$ cat src/rtl/mds_pkg.sv
package mds_pkg;

  // Scan controller state: what the RAM port did in the previous cycle
  typedef enum logic [1:0] {
    SC_START = 2'd0,  // nothing read yet after reset
    SC_FETCH = 2'd1,  // a scan read was issued, data valid now
    SC_YIELD = 2'd2   // port was taken by a deadline load
  } scan_st_e;

endpackage

$ cat src/rtl/mds_rst_sync.sv
module mds_rst_sync (
  input  logic clk,
  input  logic rst_n,
  output logic rst_n_sync
);

  logic [1:0] sync_q;

  always_ff @(posedge clk or negedge rst_n) begin
    if (!rst_n) sync_q <= 2'b00;
    else        sync_q <= {sync_q[0], 1'b1};
  end

  assign rst_n_sync = sync_q[1];

endmodule

$ cat src/rtl/mds_deadline_ram.sv
module mds_deadline_ram #(
  parameter int DEPTH = 32,
  parameter int W     = 16,
  localparam int AW   = (DEPTH > 1) ? $clog2(DEPTH) : 1
) (
  input  logic          clk,
  input  logic          we,
  input  logic          re,
  input  logic [AW-1:0] addr,
  input  logic [W-1:0]  wdata,
  output logic [W-1:0]  rdata
);

  logic [W-1:0] mem [DEPTH];
  logic [W-1:0] rdata_q;

  always_ff @(posedge clk) begin
    if (we) mem[addr] <= wdata;
  end

  always_ff @(posedge clk) begin
    if (re) rdata_q <= mem[addr];
  end

  assign rdata = rdata_q;

endmodule

$ cat src/rtl/mds_scan_ctrl.sv
module mds_scan_ctrl
  import mds_pkg::*;
#(
  parameter int N     = 32,
  localparam int IDX_W = (N > 1) ? $clog2(N) : 1
) (
  input  logic             clk,
  input  logic             rst_n,
  input  logic             ld_en,
  input  logic [IDX_W-1:0] ld_idx,
  output logic [IDX_W-1:0] ram_addr,
  output logic             ram_re,
  output logic             rd_valid,
  output logic [IDX_W-1:0] rd_idx
);

  localparam logic [IDX_W-1:0] LAST = IDX_W'(N - 1);

  scan_st_e         st_q, st_d;
  logic [IDX_W-1:0] ptr_q, ptr_d;
  logic [IDX_W-1:0] rd_idx_q, rd_idx_d;
  logic             adv;

  assign adv = !ld_en;

  always_comb begin
    st_d     = adv ? SC_FETCH : SC_YIELD;
    ptr_d    = ptr_q;
    rd_idx_d = rd_idx_q;
    if (adv) begin
      ptr_d    = (ptr_q == LAST) ? '0 : ptr_q + 1'b1;
      rd_idx_d = ptr_q;
    end
  end

  always_ff @(posedge clk or negedge rst_n) begin
    if (!rst_n) begin
      st_q     <= SC_START;
      ptr_q    <= '0;
      rd_idx_q <= '0;
    end else begin
      st_q <= st_d;
      if (adv) begin
        ptr_q    <= ptr_d;
        rd_idx_q <= rd_idx_d;
      end
    end
  end

  assign ram_addr = ld_en ? ld_idx : ptr_q;
  assign ram_re   = adv;
  assign rd_valid = (st_q == SC_FETCH);
  assign rd_idx   = rd_idx_q;

  // last mailbox is followed by mailbox 0
  assert_ptr_wrap_R3: assert property (@(posedge clk) disable iff (!rst_n)
    (adv && ptr_q == LAST) |=> (ptr_q == '0));

  // the visited index is the pointer of the previous fetch cycle
  assert_rd_idx_follows_R3: assert property (@(posedge clk) disable iff (!rst_n)
    adv |=> (rd_valid && rd_idx == $past(ptr_q)));

  // a load freezes the scan pointer
  assert_ptr_hold_R10: assert property (@(posedge clk) disable iff (!rst_n)
    ld_en |=> $stable(ptr_q));

endmodule

$ cat src/rtl/mds_status_reg.sv
module mds_status_reg #(
  parameter int N = 32
) (
  input  logic         clk,
  input  logic         rst_n,
  input  logic [N-1:0] set_vec,
  input  logic [N-1:0] done_i,
  input  logic [N-1:0] toen_i,
  input  logic         cpu_clr_en,
  input  logic [N-1:0] cpu_clr_mask,
  output logic [N-1:0] status_o,
  output logic         flag_o,
  output logic         irq_o
);

  logic [N-1:0] status_q, status_d, clr_vec;
  logic         flag_q, flag_d;
  logic         irq_q, irq_d;
  logic         status_en;

  always_comb begin
    clr_vec   = done_i | ~toen_i | (cpu_clr_en ? cpu_clr_mask : '0);
    status_d  = (status_q & ~clr_vec) | set_vec;
    status_en = (status_d != status_q);
    flag_d    = |status_d;
    irq_d     = flag_d & ~flag_q;
  end

  always_ff @(posedge clk or negedge rst_n) begin
    if (!rst_n) begin
      status_q <= '0;
      flag_q   <= 1'b0;
      irq_q    <= 1'b0;
    end else begin
      if (status_en) status_q <= status_d;
      flag_q <= flag_d;
      irq_q  <= irq_d;
    end
  end

  assign status_o = status_q;
  assign flag_o   = flag_q;
  assign irq_o    = irq_q;

  // a hardware set always lands, whatever clears arrive
  assert_set_wins_R9: assert property (@(posedge clk) disable iff (!rst_n)
    (set_vec != '0) |=> ((status_q & $past(set_vec)) == $past(set_vec)));

  // success pulse removes the bit
  assert_done_clears_R4: assert property (@(posedge clk) disable iff (!rst_n)
    ((done_i & ~set_vec) != '0) |=> ((status_q & $past(done_i & ~set_vec)) == '0));

  // disabled mailboxes hold no status
  assert_disable_clears_R5: assert property (@(posedge clk) disable iff (!rst_n)
    (~toen_i != '0) |=> ((status_q & ~$past(toen_i)) == '0));

  // summary flag agrees with the status vector
  assert_flag_any_R7: assert property (@(posedge clk) disable iff (!rst_n)
    flag_q == (status_q != '0));

  // interrupt only in the cycle the flag rises
  assert_irq_on_rise_R8: assert property (@(posedge clk) disable iff (!rst_n)
    irq_q |-> (flag_q && !$past(flag_q)));

  assert_irq_single_R8: assert property (@(posedge clk) disable iff (!rst_n)
    irq_q |=> !irq_q);

endmodule

$ cat src/rtl/mbox_deadline_scan.sv
module mbox_deadline_scan #(
  parameter int N      = 32,
  parameter int TS_W   = 16,
  localparam int IDX_W = (N > 1) ? $clog2(N) : 1
) (
  input  logic             clk,
  input  logic             rst_n,
  input  logic [TS_W-1:0]  tstamp_i,
  input  logic             dl_wr_en_i,
  input  logic [IDX_W-1:0] dl_wr_idx_i,
  input  logic [TS_W-1:0]  dl_wr_data_i,
  input  logic [N-1:0]     toen_i,
  input  logic [N-1:0]     txreq_i,
  input  logic [N-1:0]     rxpend_i,
  input  logic [N-1:0]     is_tx_i,
  input  logic [N-1:0]     done_i,
  input  logic             cpu_clr_en_i,
  input  logic [N-1:0]     cpu_clr_mask_i,
  output logic [N-1:0]     status_o,
  output logic             tflag_o,
  output logic             irq_o
);

  logic             rst_n_s;
  logic [IDX_W-1:0] ram_addr;
  logic             ram_re;
  logic [TS_W-1:0]  ram_rdata;
  logic             rd_valid;
  logic [IDX_W-1:0] rd_idx;
  logic             late, waiting, hit;
  logic [N-1:0]     set_vec;

  mds_rst_sync u_rst (
    .clk        (clk),
    .rst_n      (rst_n),
    .rst_n_sync (rst_n_s)
  );

  mds_scan_ctrl #(.N(N)) u_scan (
    .clk      (clk),
    .rst_n    (rst_n_s),
    .ld_en    (dl_wr_en_i),
    .ld_idx   (dl_wr_idx_i),
    .ram_addr (ram_addr),
    .ram_re   (ram_re),
    .rd_valid (rd_valid),
    .rd_idx   (rd_idx)
  );

  mds_deadline_ram #(.DEPTH(N), .W(TS_W)) u_ram (
    .clk   (clk),
    .we    (dl_wr_en_i),
    .re    (ram_re),
    .addr  (ram_addr),
    .wdata (dl_wr_data_i),
    .rdata (ram_rdata)
  );

  // Deadline check for the mailbox whose entry arrived this cycle
  always_comb begin
    late    = (tstamp_i >= ram_rdata);
    waiting = is_tx_i[rd_idx] ? txreq_i[rd_idx] : ~rxpend_i[rd_idx];
    hit     = rd_valid && late && toen_i[rd_idx] && waiting;
  end

  for (genvar g = 0; g < N; g++) begin : g_dec
    assign set_vec[g] = hit && (rd_idx == IDX_W'(g));
  end

  mds_status_reg #(.N(N)) u_stat (
    .clk          (clk),
    .rst_n        (rst_n_s),
    .set_vec      (set_vec),
    .done_i       (done_i),
    .toen_i       (toen_i),
    .cpu_clr_en   (cpu_clr_en_i),
    .cpu_clr_mask (cpu_clr_mask_i),
    .status_o     (status_o),
    .flag_o       (tflag_o),
    .irq_o        (irq_o)
  );

  // at most one mailbox is flagged per scan step
  assert_one_set_R1: assert property (@(posedge clk) disable iff (!rst_n_s)
    $onehot0(set_vec));

  // a transmit mailbox without request never gets a new bit
  assert_tx_needs_req_R1: assert property (@(posedge clk) disable iff (!rst_n_s)
    (rd_valid && is_tx_i[rd_idx] && !txreq_i[rd_idx] && !status_o[rd_idx])
      |=> !status_o[$past(rd_idx)]);

  // a receive mailbox whose message arrived never gets a new bit
  assert_rx_pending_R2: assert property (@(posedge clk) disable iff (!rst_n_s)
    (rd_valid && !is_tx_i[rd_idx] && rxpend_i[rd_idx] && !status_o[rd_idx])
      |=> !status_o[$past(rd_idx)]);

endmodule

$ cat config.mk
export PLATFORM = sky130hd
export DESIGN_NAME = mbox_deadline_scan
export DESIGN_NICKNAME = d
export VERILOG_FILES = /design/src/rtl/mds_pkg.sv /design/src/rtl/mds_rst_sync.sv /design/src/rtl/mds_deadline_ram.sv /design/src/rtl/mds_scan_ctrl.sv /design/src/rtl/mds_status_reg.sv /design/src/rtl/mbox_deadline_scan.sv
export SDC_FILE = /design/constraint.sdc
export NUM_CORES = 1
export LEC_CHECK = 0
export BUFFER_PORTS_ARGS = -buffer_cell sky130_fd_sc_hd__clkbuf_2
export CELL_PAD_IN_SITES_DETAIL_PLACEMENT = 0
export CELL_PAD_IN_SITES_GLOBAL_PLACEMENT = 1
export CORE_ASPECT_RATIO = 1.5
export CORE_UTILIZATION = 54
export DETAILED_ROUTE_END_ITERATION = 10
export PLACE_DENSITY = 0.91
export SLEW_MARGIN = 25
export SYNTH_ARGS = -nofsm -noshare
export SYNTH_HDL_FRONTEND = slang
export SYNTH_SLANG_ARGS = --single-unit
$ cat constraint.sdc
create_clock -name clk -period 2.1 [get_ports clk]
set_input_delay 0.105 -clock clk [delete_from_list [all_inputs] [get_ports clk]]
set_output_delay 0.105 -clock clk [all_outputs]
set_load 0.03 [all_outputs]
* Word level (Yosys, flattened, before mapping) *
Memories as Yosys holds them, arrays and structs flattened. A register that Yosys moved wholly into a read port is not among the register bits.
Index checks and enable logic that the tools add are counted.

storage, ports and cells
  input bits = 233
  bits in latches = 0
  bits in writable memories = 512
  flip-flop bits (word level) = 48
  bits in read-only memories = 0
  memories = 1
  logic and storage cells = 107
  output and inout bits = 34

operators by class
  divide/modulo/power cells = 0
  equal/unequal tests = 34
  reductions and logical operators = 38
  shifts and indexed selects = 0
  $lt $le $gt $ge = 2
  muxes and demuxes = 15
  bitwise operators = 9
  multipliers = 0
  add/subtract/negate cells = 1

memory list
  memory     words  bits a word  rd ports  clocked after memory_dff  write ports  line                    source
  u_ram.mem  32     16           1         1                         1            mds_deadline_ram.sv:14  logic [W-1:0] mem [DEPTH];

operators with widths
  operator                                                                       number
  32-bit bitwise OR                                                              3
  5-bit equality test (second input constant)                                    17
  32-bit NOT                                                                     2
  5-bit by 4-bit equality test with 1-bit output (second input constant)         8
  1-bit logical AND                                                              35
  32-bit bitwise AND                                                             1
  32-bit two-way mux                                                             1
  32-bit != test                                                                 1
  32-bit OR reduction                                                            1
  1-bit binary-select mux with 5-bit select                                      4
  5-bit by 3-bit equality test with 1-bit output (second input constant)         4
  16-bit greater-or-equal comparator                                             1
  5-bit by 2-bit equality test with 1-bit output (second input constant)         2
  5-bit two-way mux                                                              2
  1-bit two-way mux                                                              7
  5-bit by 6-bit less-than comparator with 1-bit output (second input constant)  1
  5-bit by 1-bit adder with 5-bit output (second input constant)                 1
  5-bit by 1-bit equality test with 1-bit output (second input constant)         1
  5-bit zero test                                                                1
  2-bit by 1-bit equality test with 1-bit output (second input constant)         1
  2-bit two-way mux                                                              1
  1-bit NOT                                                                      2
  1-bit bitwise AND                                                              1
  1-bit zero test                                                                1

* Longest topological paths before layout *
Gate-level depths: netlist (run 1).

  depth after elaboration = 9
  gate-level depth with buffers = 11
  mapped depth without buffers = 9

* Cells and area by module *
From an unflattened synthesis (run 1), not the netlist that was laid out.

unflattened totals
  cells, all modules = 1533
  area, all modules = 24333.3 um^2

modules (own cells, without submodules)
  module              area an instance (um^2)  cells each  seq. area each (um^2)  times used
  mds_deadline_ram    20209.4                  1086        15855.2                1
  mbox_deadline_scan  2008.2                   242         0.0                    1
  mds_status_reg      1521.5                   145         850.8                  1
  mds_scan_ctrl       540.5                    57          300.3                  1
  mds_rst_sync        53.8                     3           50.0                   1

* Worst setup path after synthesis (run 1) *
No wires, ideal clock.

  kind = input to register
  from = in dl_wr_en_i
  to = mem u_ram.mem[11][0], enable pin
  buffers on the path = 2
  data arrival time = 2210 ps
  path slack = -498 ps
  stages = 7
  setup time = 389 ps
  data required time = 1711 ps
  path through = clkbuf_1 -> inv_1 -> nand2_1 -> and2_1 -> clkbuf_1 -> or2_2 -> nor2_1

between the ends
  cells in the longest elaborated chain, start to end = 2
  elaborated cells between the ends (all ways) = 3
  classes of those cells = mux: 3

RTL lines
  what                                     line                     source
  start: declaration                       mbox_deadline_scan.sv:9  input logic dl_wr_en_i,
  1-bit two-way mux                        mds_deadline_ram.sv:18   if (we) mem[addr] <= wdata;
  1-bit two-way mux (implied by the code)  mds_deadline_ram.sv:18
  end: declaration                         mds_deadline_ram.sv:14

Parallel ways exist; a longest one is shown, timed or not.

* Worst setup path after layout (run 1) *
  from = reg u_scan.ptr_q[0]
  to = reg u_ram.rdata_q[13], in the netlist u_ram.rdata[13], read port of u_ram.mem (data pin)

between the ends
  cells in the longest elaborated chain, start to end = 1

RTL lines
  what                      line                    source
  start: declaration        mds_scan_ctrl.sv:20     logic [IDX_W-1:0] ptr_q, ptr_d;
  start signal: assignment  mds_scan_ctrl.sv:44     ptr_q <= ptr_d;
  5-bit two-way mux         mds_scan_ctrl.sv:50     assign ram_addr = ld_en ? ld_idx : ptr_q;
  end: declaration          mds_deadline_ram.sv:15  logic [W-1:0] rdata_q;

No other way between the ends.
A chain may end at the register's enable or synchronous reset.

==> results of run 1 <==
==> state kept, by name, indices dropped and copies added (netlist names), 2 cells and up <==
signal           flops
u_ram.rdata         16
u_stat.status_o     32
u_scan.ptr_q         5
u_scan.rd_idx        5
u_scan.st_q          2
u_ram.mem          512
u_rst.sync_q         2
==> timing repair <==
item                                    4_1_cts  5_1_grt
hold buffers                                 66        0
buffers inserted                             32       12
gates cloned                                 10        4
hold endpoints to repair                     34        0
resized for setup                           140       47
endpoints found under the setup margin       50      242
pin swaps                                    48       53
==> metrics by stage <==
step | util (%) | instances | hold WS, ns | area, µm²
after floorplan | - | 1306 | -0.191 | 24300
after global placement | 63.6 | 2252 | -0.108 | 27800
after detailed placement | 63.6 | 2252 | -0.104 | 27800
after CTS | 71.6 | 2446 | 0.0256 | 31300
after global routing | 72.3 | 2459 | 0.0562 | 31700
final | 72.3 | 2459 | 0.0559 | 31700
==> cells in the mapped netlist (all sizes together) (3+ instances only) <==
cell type  count  area [µm²]
o41ai          6        67.6
nand4         30         194
nor2          57         214
o21ai         17        85.1
a31oi          3        18.8
nand4b        15         131
a22o           5        43.8
nor2b          9        56.3
nand2         70         263
edfxtp       528       15900
a211oi        18         135
nand3         15        75.1
dfrtp         48        1200
inv           20        75.1
mux2           4        45.0
nand2b         9        56.3
a21oi         10        50.1
ha            18         225
nand3b         5        37.5
buf           33         234
or3            4        25.0
a22oi         87         653
a21o           3        22.5
mux4         128        2880
clkbuf        42         158
nor3           4        20.0
o21bai        18         135
and2           3        18.8
and3           4        25.0
mux2i         69         691
==> layer usage <==
metal  track usage, %  wire, µm  vias to the layer above
met2             61.7     40400                     1635
li1                 -         -                     6450
met4             27.1      7380                        6
met1             39.8     25100                     8057
met3             8.64     10100                      455
met5                0        44                        -
==> final cells by class <==
class | instances | area (µm²) | share of cell area [%]
sequential | 576 | 17100 | 53.9
antenna | 3 | 7.51 | 0.0237
inverter | 20 | 78.8 | 0.249
tap | 576 | 721 | 2.28
clock buffer | 56 | 1270 | 4.02
clock inverter | 34 | 448 | 1.42
timing repair buffer | 558 | 4870 | 15.4
multi-input combinational | 636 | 7190 | 22.7
==> cells by family (layout without fill, tap and decap cells) <==
| family | Yosys count | in the layout | synth area share, % |
|---|---|---|---|
| flops | 576 | 576 | 71.4 |
| simple gates | 234 | 235 | 4.96 |
| mux | 201 | 201 | 15.2 |
| compound gates | 181 | 181 | 5.56 |
| buf+inv | 95 | 668 | 1.95 |
| fa+ha+maj | 18 | 18 | 0.943 |
| other cells | 1 | 4 | 0.0157 |
==> critical path, delay by kind of cell (launching register included) <==
kind | cells | cell delay (ns)
and+or+nand+nor | 1 | 0.23
DFF | 1 | 0.40
buffers and inverters | 4 | 0.54
AOI/OAI and AO/OA | 2 | 0.29
muxes | 2 | 0.83
==> worst max path at each step <==
stage | from | end | slack (ns) | cells after the start
after CTS | u_scan.rd_idx[1]$_DFFE_PN0N_ | u_stat.status_o[16]$_DFFE_PN0P_ | -0.41 | 11
after detailed placement | u_ram.rdata[0]$_DFFE_PN_ | u_stat.status_o[18]$_DFFE_PN0P_ | -0.88 | 9
final | u_scan.ptr_q[0]$_DFFE_PN0N_ | u_ram.rdata[13]$_DFFE_PN_ | -0.46 | 9
after floorplan | u_scan.ptr_q[0]$_DFFE_PN0N_ | u_ram.rdata[10]$_DFFE_PN_ | -0.02 | 7
after global routing | u_scan.rd_idx[1]$_DFFE_PN0N_ | u_stat.status_o[14]$_DFFE_PN0P_ | -0.50 | 10
after global placement | u_ram.rdata[0]$_DFFE_PN_ | u_stat.status_o[4]$_DFFE_PN0P_ | -0.80 | 9
==> report_power, final <==
part	switching, W	leakage, nW	internal (W)
registers	0.000255	5.42	0.0130
clock network	0.00436	0.826	0.00553
logic	0.00469	5.13	0.00391
total	0.00930	11.4	0.0224
==> flow_summary.ini, run 1 <==
[cts]
cts-root-buf = clkbuf_16
worstSkewPairLatency_ns = 0.60
cts_tree = yes
numCtsBuffers = 49
cts.reportedPaths.clkPinSlew_ns = 0.07
cts_sinks = 576
htree_levels = 2
cts_buffer_depth = 3

[cells_and_area]
nFillCells = 2434
drive_gt1_share_pct = 44.8
mostFrequentLayoutCell = edfxtp_1
finalNetCount = 2092
most-common-layout-cells = edfxtp_1 (528), clkbuf_2 (266), mux4_2 (128)
area_growth_syn_to_layout_pct = 32.5

[sta]
setup_violations = 50
tightest_slew_ns = 0.999
skew_ns = 0.0265
post-route-period-util_pct = 122
worst_slack_ns = -0.462
setup-tns-final_ns = -16.88
clock.fmax_mhz = 390
relSlewSlack_pct = 33.2
rsz0062_at_grt = true
period_minus_slack_ns = 2.56
slew_viol_final = 0
finalHoldViolCount = 0

[yosys]
ys_seq_area_share_pct = 71.4
netlist_area_um2 = 23900
syn-num-nets = 1557
synth-edff-count = 528
synth_seq_cells = 576
synth_cell_types = 57
synthArstFlopShare_pct = 8.33
synthCells = 1306
dominantRegCellSynth = edfxtp_1
synth.avg_cell_area_um2 = 18.3
yosysWarnings = 0

[global_route]
grt_pass1_vias = 16800
grt_pass1_wl_um = 114000
track_usage_pct = 36.3
grt_max_degree = 47
grt_overflow = 0
antenna_found_initial = 7

[floorplanning]
die_y_um = 260
start_util_pct = 54.6
num_rows = 94
fp.dieArea_um2 = 45100
io_pins = 267
core_um2 = 43800
die_x_um = 174

[placement]
hpwl_um = 47800
pre_cts_ws_ns = -0.883
port_buffers = 266
routabilityCongestion = 0.970

[setup_path]
worst-r2r-cell-count = 9
worstSetupPathType = flip-flop to flip-flop
worstReg2RegStart = u_scan.ptr_q[0]$_DFFE_PN0N_
crit_path_start_kind = flip-flop
regToRegEndpoint = u_ram.rdata[13]$_DFFE_PN_
slowest_delay_ns = 0.60
critPathCaptureType = flip-flop
cp.required_ns = 2.45
crit_path_top_delay_cell = mux4_2
r2r_slack_ns = -0.46
path_common_cell = buf_12
path_cells = mux2i_4 -> buf_12 -> buf_12 -> buf_8 -> buf_12 -> mux4_2 -> a22oi_2 -> and3_4 -> o21ai_4
crit_fanout = 5
crit_arrival_ns = 2.91

[power]
cellPowerDensity_nw_per_um2 = 1000
power_w = 0.0317
leakage_nw = 11.4
ir_worst_vdd_mv = 0.748

[drt]
drc = 0
wl_per_cell_um = 33.7
dr_total_vias = 16600
firstDrtPassIters = 7
wl_um = 83000
routed_via_density = 6.75
drtIter0Drc = 2048
antenna_left = 0

[hold_path]
hold_path.class = input pin to flip-flop
hold-path-cell-count = 3
min_from = dl_wr_en_i
min_to = u_scan.rd_idx[1]$_DFFE_PN0N_

[run]
max_cap_violations = 0

[run_status]
violations = negative setup slack
status = finished with violations
(Power assumes the default switching activity.)
==> inputs of run 2 (changes only) <==
- REMOVE_ABC_BUFFERS: unset -> 1
==> flow_summary.ini, run 2 (synthesis results as in run 1) <==
[run_status]
status = finished with violations
violations = negative setup slack

[cts]
numCtsBuffers = 49
cts_buffer_depth = 3
cts.reportedPaths.clkPinSlew_ns = 0.07
cts-root-buf = clkbuf_16
worstSkewPairLatency_ns = 0.60
htree_levels = 2
cts_tree = yes
cts_sinks = 576

[power]
power_w = 0.0304
ir_worst_vdd_mv = 0.828
leakage_nw = 11.2
cellPowerDensity_nw_per_um2 = 983

[drt]
drc = 0
wl_um = 76800
dr_total_vias = 16100
routed_via_density = 6.56
wl_per_cell_um = 31.4
antenna_left = 0
firstDrtPassIters = 5
drtIter0Drc = 2057

[run]
max_cap_violations = 0

[hold_path]
hold_path.class = input pin to flip-flop
hold-path-cell-count = 4

[cells_and_area]
mostFrequentLayoutCell = edfxtp_1
area_growth_syn_to_layout_pct = 29.3
top_register = u_ram.mem
finalNetCount = 2083
most-common-layout-cells = edfxtp_1 (528), clkbuf_2 (266), buf_4 (137)
nFillCells = 2519
utilization_pct = 70.6
drive_gt1_share_pct = 42.2
largest_reg_flops = 512

[setup_path]
worst-r2r-cell-count = 12
path_buf_inv = 5
path_cells = buf_12 -> buf_6 -> mux2i_1 -> a22oi_1 -> nand3_1 -> a21boi_0 -> o211ai_1 -> buf_4 -> nand4_2 -> buf_12 -> buf_12 -> o21bai_1
cp.required_ns = 2.57
crit_fanout = 15
crit_path_top_delay_cell = dfrtp_4
slowest_delay_ns = 0.50
critPathCaptureType = flip-flop
cp_top_family = buffers and inverters
crit_path_start_kind = flip-flop
crit_cells = 12
path_common_cell = buf_12
worstSetupPathType = flip-flop to flip-flop
crit_arrival_ns = 3.00

[floorplanning]
core_um2 = 43800
num_rows = 94
die_x_um = 174
io_pins = 267
fp.dieArea_um2 = 45100
start_util_pct = 54.6
die_y_um = 260

[placement]
pre_cts_ws_ns = -0.462
routabilityCongestion = 1.02
port_buffers = 266
hpwl_um = 46800

[sta]
rsz0062_at_grt = true
slew_viol_final = 0
setup_violations = 50
tightest_slew_ns = 0.718
skew_ns = 0.0295
period_minus_slack_ns = 2.53
clock.fmax_mhz = 395
post-route-period-util_pct = 121
relSlewSlack_pct = 52.2
worst_slack_ns = -0.433
finalHoldViolCount = 0

[global_route]
track_usage_pct = 33.4
grt_max_degree = 33
grt_pass1_wl_um = 106000
grt_pass1_vias = 16300
grt_overflow = 0
antenna_found_initial = 6
run 2: changes by cell type in the layout (fill, tap and decap cells not counted), sizes merged, moves of 2 or more:
cell	before	now
buf	222	213
clkbuf	326	332
bufinv	9	6
diode	3	1
inv	23	21
run 2: cell type report:
cell class | instances | area, µm² | share of cell area [%]
repair buffers | 550 | 4530 | 14.7
clock buffers | 62 | 1350 | 4.36
multi-input cells | 635 | 6810 | 22.1
inverters | 20 | 75.1 | 0.243
clock inverters | 29 | 334 | 1.08
well taps | 576 | 721 | 2.33
flip-flops and latches | 576 | 17100 | 55.3
diodes | 1 | 2.50 | 0.00810
run 2: worst min-delay path: cells and delay by family:
kind | cells | cell delay [ns]
and+or+nand+nor | 2 | 0.14
buffers and inverters | 2 | 0.35
run 2: path summary, 6_finish.rpt:
check / startpoint / to / slack (ns)
setup / recovery: u_scan.rd_idx[1]$_DFFE_PN0N_ / u_stat.status_o[20]$_DFFE_PN0P_ / -0.43
hold / removal: dl_wr_en_i / u_scan.rd_idx[2]$_DFFE_PN0N_ / 0.05
setup reg to reg: u_scan.rd_idx[1]$_DFFE_PN0N_ / u_stat.status_o[20]$_DFFE_PN0P_ / -0.43
hold reg to reg: u_rst.sync_q[1]$_DFF_PN0_ / u_stat.status_o[26]$_DFFE_PN0P_ / 0.27
max in group asynchronous: u_rst.sync_q[1]$_DFF_PN0_ / u_stat.status_o[3]$_DFFE_PN0P_ / 1.22
min in group asynchronous: u_rst.sync_q[1]$_DFF_PN0_ / u_stat.status_o[26]$_DFFE_PN0P_ / 0.27
run 2: metal layers:
| metal | GRT usage (%) | share of wire [%] |
|---|---|---|
| met4 | 22.0 | 7.6 |
| met1 | 37.7 | 32 |
| met3 | 6.45 | 9.6 |
| met5 | 0 | 0.087 |
| met2 | 58.0 | 51 |
run 2: timing repair:
item                       CTS  global route
hold buffers                67             0
cloned                       7             4
setup buffers                9            19
resized for setup           74            56
setup endpoints to repair   55           130
pin swaps                   14            38
hold endpoints to repair    35             0
run 2: power by group:
part | switching, W | internal, W
logic | 0.00405 | 0.00355
clock network | 0.00416 | 0.00532
registers | 0.000278 | 0.0130
total | 0.00849 | 0.0219
run 2: through the flow:
stage	hold WS (ns)	cell area [µm²]	instances	setup TNS, ns
3_5_place_dp	-0.106	27500	2253	-88.30
5_1_grt	0.0850	30900	2449	-21.28
4_1_cts	0.0409	30400	2427	-12.31
3_3_place_gp	-0.109	27500	2253	-70.34
6_report	0.0461	30900	2449	-18.14
2_1_floorplan	-0.191	23500	1231	-282.84
